## src/rtl/spi_mf_pkg.sv

```systemverilog
package spi_mf_pkg;
  localparam logic [1:0] ADDR_CTRL = 2'd0;
  localparam logic [1:0] ADDR_STAT = 2'd1;
  localparam logic [1:0] ADDR_DATA = 2'd2;
  localparam logic [1:0] ADDR_DIV  = 2'd3;

  typedef struct packed {
    logic load;    // copy write data into transmit shifter
    logic shift;   // advance transmit shifter by one bit
    logic sample;  // shift sBit into receive shifter
    logic sBit;    // bit being sampled
    logic commit;  // byte complete: publish received byte
  } dpStrobe_t;
endpackage

```

## src/rtl/spi_mf_ctl.sv

```systemverilog
module spi_mf_ctl
  import spi_mf_pkg::*;
#(
  parameter int DATA_W = 8,
  parameter int DIV_W = 8,
  parameter int DIV_RST = 3
) (
  input  logic             clk,
  input  logic             rstN,
  input  logic [1:0]       regAddr,
  input  logic             regWe,
  input  logic [7:0]       regWdata,
  input  logic             sclkIn,
  input  logic             mosiIn,
  input  logic             misoIn,
  input  logic             ssIn,
  output dpStrobe_t        stb,
  output logic             cfgEn,
  output logic             cfgMaster,
  output logic             cfgSampFall,
  output logic [DIV_W-1:0] divHalf,
  output logic             busy,
  output logic             done,
  output logic             fault,
  output logic             sclkOut,
  output logic             sclkOe,
  output logic             mosiOe,
  output logic             misoOe
);
  localparam int CNT_W = $clog2(DATA_W + 1);
  localparam int EDGE_W = $clog2(2 * DATA_W + 1);
  localparam logic [EDGE_W-1:0] LAST_EDGE = EDGE_W'(2 * DATA_W - 1);
  localparam logic [CNT_W-1:0] FULL_CNT = CNT_W'(DATA_W);
  localparam logic [CNT_W-1:0] LAST_BIT = CNT_W'(DATA_W - 1);

  logic ssS1, ssS2, sckS1, sckS2, sckS3, mosiS1, mosiS2;
  logic mBusy;
  logic [DIV_W-1:0] divCnt;
  logic [EDGE_W-1:0] edgeCnt;
  logic [CNT_W-1:0] bitCnt;

  always_ff @(posedge clk or negedge rstN) begin
    if (!rstN) begin
      ssS1 <= 1'b1; ssS2 <= 1'b1;
      sckS1 <= 1'b0; sckS2 <= 1'b0; sckS3 <= 1'b0;
      mosiS1 <= 1'b0; mosiS2 <= 1'b0;
    end else begin
      ssS1 <= ssIn; ssS2 <= ssS1;
      sckS1 <= sclkIn; sckS2 <= sckS1; sckS3 <= sckS2;
      mosiS1 <= mosiIn; mosiS2 <= mosiS1;
    end
  end

  logic writeCtrl, writeStat, writeData, writeDiv;
  assign writeCtrl = regWe && regAddr == ADDR_CTRL;
  assign writeStat = regWe && regAddr == ADDR_STAT;
  assign writeData = regWe && regAddr == ADDR_DATA;
  assign writeDiv  = regWe && regAddr == ADDR_DIV;

  logic slvAct, faultHit, mAbort, mTick, startM;
  assign slvAct   = cfgEn && !cfgMaster && !ssS2;
  assign faultHit = cfgEn && cfgMaster && !ssS2;
  assign mAbort   = mBusy && (!cfgEn || !cfgMaster || !ssS2);
  assign mTick    = mBusy && !mAbort && divCnt == divHalf;
  assign startM   = writeData && cfgEn && cfgMaster && !mBusy && !fault && !faultHit && ssIn;

  logic sRise, sFall, edgeEv, edgeRise, sampEv, launchEv, mDone, slvDone;
  assign sRise = sckS2 && !sckS3;
  assign sFall = !sckS2 && sckS3;
  assign edgeEv   = cfgMaster ? mTick : (slvAct && (sRise || sFall));
  assign edgeRise = cfgMaster ? !sclkOut : sRise;
  assign sampEv   = edgeEv && (edgeRise != cfgSampFall);
  assign launchEv = edgeEv && (edgeRise == cfgSampFall);
  assign mDone    = cfgMaster && mTick && edgeCnt == LAST_EDGE;
  assign slvDone  = !cfgMaster && sampEv && bitCnt == LAST_BIT;

  assign busy = mBusy || bitCnt != '0;

  always_comb begin
    stb.load   = writeData && !busy;
    stb.shift  = launchEv && bitCnt != '0 && bitCnt != FULL_CNT;
    stb.sample = sampEv;
    stb.sBit   = cfgMaster ? misoIn : mosiS2;
    stb.commit = mDone || slvDone;
  end

  // master clock generator
  always_ff @(posedge clk or negedge rstN) begin
    if (!rstN) begin
      mBusy <= 1'b0; divCnt <= '0; edgeCnt <= '0; sclkOut <= 1'b0;
    end else if (startM) begin
      mBusy <= 1'b1; divCnt <= '0; edgeCnt <= '0; sclkOut <= 1'b0;
    end else if (mAbort) begin
      mBusy <= 1'b0; sclkOut <= 1'b0;
    end else if (mTick) begin
      divCnt <= '0;
      sclkOut <= !sclkOut;
      edgeCnt <= edgeCnt + 1'b1;
      if (edgeCnt == LAST_EDGE) mBusy <= 1'b0;
    end else if (mBusy) begin
      divCnt <= divCnt + 1'b1;
    end
  end

  // bit counter shared by both roles
  logic cntClear;
  assign cntClear = mDone || mAbort || slvDone || (cfgMaster && !mBusy) || (!cfgMaster && !slvAct);
  always_ff @(posedge clk or negedge rstN) begin
    if (!rstN) bitCnt <= '0;
    else if (cntClear) bitCnt <= '0;
    else if (sampEv) bitCnt <= bitCnt + 1'b1;
  end

  // software-visible registers
  always_ff @(posedge clk or negedge rstN) begin
    if (!rstN) begin
      cfgEn <= 1'b0; cfgMaster <= 1'b0; cfgSampFall <= 1'b0;
      divHalf <= DIV_W'(DIV_RST); done <= 1'b0; fault <= 1'b0;
    end else begin
      if (writeCtrl) begin
        cfgEn <= regWdata[0]; cfgMaster <= regWdata[1]; cfgSampFall <= regWdata[2];
      end
      if (writeDiv) divHalf <= regWdata[DIV_W-1:0];
      if (stb.commit) done <= 1'b1;
      else if (writeStat && regWdata[1]) done <= 1'b0;
      if (faultHit) fault <= 1'b1;
      else if (writeStat && regWdata[2]) fault <= 1'b0;
    end
  end

  assign sclkOe = cfgEn && cfgMaster && ssIn && !fault;
  assign mosiOe = sclkOe;
  assign misoOe = slvAct;

  p_idle_low_r2: assert property (@(posedge clk) disable iff (!rstN)
    !mBusy |-> !sclkOut);
  p_edge_bound_r2: assert property (@(posedge clk) disable iff (!rstN)
    edgeCnt <= EDGE_W'(2 * DATA_W));
  p_bit_bound_r4: assert property (@(posedge clk) disable iff (!rstN)
    bitCnt <= FULL_CNT);
  p_fault_quiet_r6: assert property (@(posedge clk) disable iff (!rstN)
    fault |-> (!sclkOe && !mosiOe));
  p_fault_sticky_r7: assert property (@(posedge clk) disable iff (!rstN)
    (fault && !(writeStat && regWdata[2])) |=> fault);
  p_ss_discard_r10: assert property (@(posedge clk) disable iff (!rstN)
    (!cfgMaster && ssS2) |=> bitCnt == '0);
  p_miso_off_r11: assert property (@(posedge clk) disable iff (!rstN)
    !cfgEn |-> !misoOe);
endmodule

```

## src/rtl/spi_mf_dp.sv

```systemverilog
module spi_mf_dp
  import spi_mf_pkg::*;
#(
  parameter int DATA_W = 8
) (
  input  logic              clk,
  input  logic              rstN,
  input  dpStrobe_t         stb,
  input  logic [DATA_W-1:0] wData,
  output logic              txBit,
  output logic [DATA_W-1:0] rxData
);
  logic [DATA_W-1:0] txSh, rxSh, rxNext;
  assign rxNext = {rxSh[DATA_W-2:0], stb.sBit};
  assign txBit = txSh[DATA_W-1];

  always_ff @(posedge clk or negedge rstN) begin
    if (!rstN) begin
      txSh <= '0; rxSh <= '0; rxData <= '0;
    end else begin
      if (stb.load) txSh <= wData;
      else if (stb.shift) txSh <= {txSh[DATA_W-2:0], 1'b0};
      if (stb.sample) rxSh <= rxNext;
      if (stb.commit) rxData <= stb.sample ? rxNext : rxSh;
    end
  end

  p_load_idle_r2: assert property (@(posedge clk) disable iff (!rstN)
    !(stb.load && (stb.shift || stb.commit)));
endmodule

```

## src/rtl/spi_mf_top.sv

```systemverilog
module spi_mf_top
  import spi_mf_pkg::*;
#(
  parameter int DIV_W = 8,
  parameter int DIV_RST = 3
) (
  input  logic       clk,
  input  logic       rstN,
  input  logic [1:0] regAddr,
  input  logic       regWe,
  input  logic [7:0] regWdata,
  output logic [7:0] regRdata,
  input  logic       sclkIn,
  output logic       sclkOut,
  output logic       sclkOe,
  input  logic       mosiIn,
  output logic       mosiOut,
  output logic       mosiOe,
  input  logic       misoIn,
  output logic       misoOut,
  output logic       misoOe,
  input  logic       ssIn
);
  localparam int DATA_W = 8;

  dpStrobe_t stb;
  logic cfgEn, cfgMaster, cfgSampFall, busy, done, fault, txBit;
  logic [DIV_W-1:0] divHalf;
  logic [DATA_W-1:0] rxData;

  spi_mf_ctl #(.DATA_W(DATA_W), .DIV_W(DIV_W), .DIV_RST(DIV_RST)) u_ctl (
    .clk(clk), .rstN(rstN), .regAddr(regAddr), .regWe(regWe), .regWdata(regWdata),
    .sclkIn(sclkIn), .mosiIn(mosiIn), .misoIn(misoIn), .ssIn(ssIn), .stb(stb),
    .cfgEn(cfgEn), .cfgMaster(cfgMaster), .cfgSampFall(cfgSampFall), .divHalf(divHalf),
    .busy(busy), .done(done), .fault(fault), .sclkOut(sclkOut), .sclkOe(sclkOe),
    .mosiOe(mosiOe), .misoOe(misoOe)
  );

  spi_mf_dp #(.DATA_W(DATA_W)) u_dp (
    .clk(clk), .rstN(rstN), .stb(stb), .wData(regWdata), .txBit(txBit), .rxData(rxData)
  );

  assign mosiOut = txBit;
  assign misoOut = txBit;

  always_comb begin
    unique case (regAddr)
      ADDR_CTRL: regRdata = {5'b0, cfgSampFall, cfgMaster, cfgEn};
      ADDR_STAT: regRdata = {5'b0, fault, done, busy};
      ADDR_DATA: regRdata = rxData;
      default:   regRdata = 8'(divHalf);
    endcase
  end
endmodule

```

## config.mk

```make
export PLATFORM = sky130hd
export DESIGN_NAME = spi_mf_top
export DESIGN_NICKNAME = d
export VERILOG_FILES = /design/src/rtl/spi_mf_pkg.sv /design/src/rtl/spi_mf_ctl.sv /design/src/rtl/spi_mf_dp.sv /design/src/rtl/spi_mf_top.sv
export SDC_FILE = /design/constraint.sdc
export NUM_CORES = 1
export LEC_CHECK = 0
export ABC_CLOCK_PERIOD_IN_PS = 2800
export CAP_MARGIN = 20
export CORE_ASPECT_RATIO = 2
export CORE_MARGIN = 5
export CORE_UTILIZATION = 30
export DETAILED_ROUTE_END_ITERATION = 16
export DONT_BUFFER_PORTS = 1
export GPL_TIMING_DRIVEN = 0
export PLACE_DENSITY = 0.5
export SLEW_MARGIN = 5
export SYNTH_ARGS = -nofsm -noshare
export SYNTH_HDL_FRONTEND = slang
export SYNTH_SLANG_ARGS = --single-unit
```

## constraint.sdc

```tcl
create_clock -name clk -period 2.8 [get_ports clk]
set_input_delay 0.56 -clock clk [delete_from_list [all_inputs] [get_ports clk]]
set_output_delay 0.56 -clock clk [all_outputs]
set_load 0.01 [all_outputs]
```

==> impl_metrics.csv, run 1 <==
group,metric,value,unit
cells_and_area,final_util,35.39,%
sta,finalClockSkew,0.007653,ns
routing,drc,0,
die,start_util,30.87,%
sta,slew_violations,0,
sta,hold_viol_final,0,
die,die_h,157.3,um
setup_path,cp_cell_sequence,"inv_1 -> ha_1 -> nor2b_1 -> nand2_1 -> mux4_2",
clocking,cts_resized,0,
synthesis,syn_inst,287,
routing,firstDrtPassIters,4,
sta,tightest_slew,0.9715,ns
clocking,hold_buffers,1,
power,power_density,704.4,nW/um^2
power,p_leak,1.570,nW
synthesis,synth_nets,310,
routing,ant_nets,0,
setup_path,reg2reg_to,"u_dp.rxData[5]$_DFFE_PN0P_",
placed_design,port_buffers,0,
placed_design,routabilityCongestion,0.7840,
placed_design,dp.cells,424,
setup_path,cp.required,2.24,ns
synthesis,netlist_area,3254,sq um
die,die_w,83.65,um
die,die_area,13160,sq um
placed_design,postPlaceCellArea,3426,sq um
global_route,grt_overflow,0,
clocking,clk_path_buf_depth,2,
routing,viasPerCell,5.125,
sta,min_period_over_period,89.47,%
sta,rsz0062_at_grt,"no",
clocking,root_buffer,"clkbuf_16",
setup_path,ff2ff_setup_slack,0.30,ns
cells_and_area,area_delta_synth_final,14.65,%
run,drv_cap,0,
die,num_rows,53,
setup_path,slowest_stage,"mux4_2",
synthesis,syn_area_per_cell,11.34,sq um
clocking,clkTransAtPathRegs,0.05,ns
synthesis,seq_area_frac_synth,48.60,%
global_route,grt.total_usage,13.57,%
synthesis,synth.yosys.warnings,0,
clocking,clock_sinks,63,
clocking,clk_latency,0.33,ns
synthesis,synth_edf_count,0,
cells_and_area,instances_no_fill,441,
global_route,grt_start_max_net_pins,60,
routing,num_vias,2260,
setup_path,worstPathMaxFanout,5,
status,outcome,"complete, no violations",
cells_and_area,drive_above_1_share,25.66,%
cells_and_area,fill_cells,1054,
routing,avgRoutedWirePerCell,18.91,um
sta,finalSetupViolations,0,
synthesis,ys_types,54,
routing,first_iter_violations,93,
setup_path,cp-start-kind,"register",
power,vdd_drop_max,0.2941,mV
cells_and_area,fin_area,3731,sq um
cells_and_area,layout.nets,322,
synthesis,synth_ff_type,"dfrtp_1",
sta,clock.fmax,399.2,MHz
setup_path,reg2reg_from,"u_ctl.cfgMaster$_DFFE_PN0P_",
global_route,grt_pass1_wl,13.32,mm
sta,finalCriticalPeriod,2.505,ns
synthesis,async_flop_share,100.0,%
setup_path,cp_slowest_stage_delay,0.52,ns
setup_path,crit_arrival,1.95,ns
routing,routed_wl,8.340,mm
setup_path,path_class,"register to output port",
setup_path,cp-end-kind,"output port",
clocking,cts_tree,"done",
sta,maxSlewHeadroom,34.73,%
sta,setup_tns,0,ns
clocking,post_cts_buffers,0,
die,pin_count,31,
clocking,cts_made_buffers,9,
clocking,htree_levels,3,
global_route,antenna_found_initial,0,
placed_design,hpwl,6.217,mm
die,coreArea,10540,sq um
synthesis,synth_seq_cells,63,
cells_and_area,diodes,0,
setup_path,reg2regPathDepth,7,
hold_path,hold_class,"primary input to async pin",
global_route,grt_pass1_vias,2360,
## registers in the layout, indices dropped and copies added (netlist names), 4 cells and up
name and cells:
u_ctl.divHalf 8, u_dp.txSh 8, u_dp.rxData 8, u_dp.rxSh 8
u_ctl.edgeCnt 5, u_ctl.bitCnt 4, u_ctl.divCnt 8
## worst max-delay path by stage
stage | slack, ns | cells after the start | end | from
after global routing | 0.16 | 6 | u_ctl.sclkOut$_DFFE_PN0P_ | u_ctl.cfgMaster$_DFFE_PN0P_
final | 0.29 | 5 | regRdata[0] | u_ctl.bitCnt[0]$_DFFE_PN0P_
after global placement | 0.29 | 6 | u_dp.rxData[3]$_DFFE_PN0P_ | u_ctl.ssS2$_DFF_PN1_
after floorplan | 0.69 | 7 | u_dp.rxData[2]$_DFFE_PN0P_ | u_ctl.cfgMaster$_DFFE_PN0P_
after detailed placement | 0.27 | 7 | u_dp.rxData[6]$_DFFE_PN0P_ | u_ctl.cfgMaster$_DFFE_PN0P_
after CTS | 0.26 | 7 | u_dp.rxData[3]$_DFFE_PN0P_ | u_ctl.cfgMaster$_DFFE_PN0P_
## cell families after synthesis
kind of cell               share of synthesized area [%]
muxes                                              16.07
buffers and inverters                              3.114
AOI/OAI and AO/OA                                  8.536
and+or+nand+nor                                    17.34
xor gates and xnor gates                           4.037
DFF                                                48.60
adders and majority gates                          2.307
## synthesized netlist by cell type, drive strengths merged, types with 3 or more instances
cell type / count / area share (%)
dfrtp: 59 / 45
nor3: 9 / 2.0
nand4: 3 / 0.77
nand2: 24 / 2.8
o21ai: 10 / 1.5
buf: 10 / 1.8
nand3: 18 / 2.8
inv: 9 / 1.0
xor2: 9 / 2.4
a21oi: 4 / 0.62
nor2: 15 / 1.8
a211oi: 5 / 1.3
mux2i: 5 / 1.5
nor2b: 8 / 1.5
and3: 4 / 0.81
o211ai: 8 / 1.8
ha: 6 / 2.3
dfstp: 4 / 3.2
mux4: 3 / 2.1
nor4: 6 / 1.6
xnor2: 6 / 1.6
mux2: 36 / 12
## layer usage
metal	vias to the layer above	share of wire, %	global-route usage [%]
met2	49	59	26.02
met3	14	4.5	3.614
met5	-	0	0
met1	1141	34	13.21
met4	0	2.4	6.595
li1	1056	-	-
## through the flow
stage                     worst slack (ns)  hold WS [ns]  power, mW
after floorplan                     0.6871        0.2644      1.473
after global placement              0.2871        0.2661      1.586
after detailed placement            0.2710        0.2665      1.592
after CTS                           0.2584       0.05969      2.672
after global routing                0.1583       0.05321      2.776
final                               0.2947       0.07134      2.628
## cell usage in the layout, fill, tap and decap left out, types with 2 or more instances in the layout
cell and n:
nand2_1 24, a211oi_1 4, nand4_1 2, buf_2 5, clkbuf_16 9, buf_1 2
mux4_2 3, dfrtp_1 59, or2_1 2, o31ai_1 2, dfstp_2 4, ha_1 6
clkbuf_8 2, xor2_1 9, or3_1 2, inv_1 9, mux2_2 35, clkinv_2 2
nand4b_1 2, clkbuf_1 3, a21oi_1 4, mux2i_1 5, buf_4 2, xnor2_1 6
nor3_1 6, o21ai_0 10, o211ai_1 8, nand3_1 18, nor2_1 14, nor3_2 2
nor2b_1 8, nor4_1 5, and3_1 3, nor3b_1 2
## where the power goes
part	internal, mW	switching [mW]	leakage (nW)
sequential	1.03	0.111	0.776
clock	0.644	0.395	0.136
combinational	0.203	0.247	0.658
## critical path, delay by kind of cell, from the launching register on
| kind | cells | cell delay [ns] |
|---|---|---|
| adder cells (fa/ha/maj) | 1 | 0.13 |
| AND/OR/NAND/NOR | 2 | 0.47 |
| buffers and inverters | 1 | 0.09 |
| flip-flops | 1 | 0.41 |
| multiplexers | 1 | 0.52 |
## final cells by class
cell class                 count  area (sq um)  share of cell area (%)
inverter                       9         33.78                  0.9054
clock inverter                 3         17.52                  0.4695
sequential                    63          1582                   42.39
clock buffer                  13         260.3                   6.975
tap                          137         171.4                   4.594
timing repair buffer           1         27.53                  0.7378
multi-input combinational    203          1572                   42.12
buffer                        12         67.56                   1.811
Power figures use the tool's default switching activity.
==> inputs of run 2 (changes only) <==
--- a/config.mk
+++ b/config.mk
@@ -5,6 +5,7 @@
 export SDC_FILE = /design/constraint.sdc
 export NUM_CORES = 1
 export LEC_CHECK = 0
+export ABC_AREA = 0
 export ABC_CLOCK_PERIOD_IN_PS = 2800
 export CAP_MARGIN = 20
 export CORE_ASPECT_RATIO = 2
==> results of run 2 <==
Final layout, timing and power as in run 1 (identical DEF).
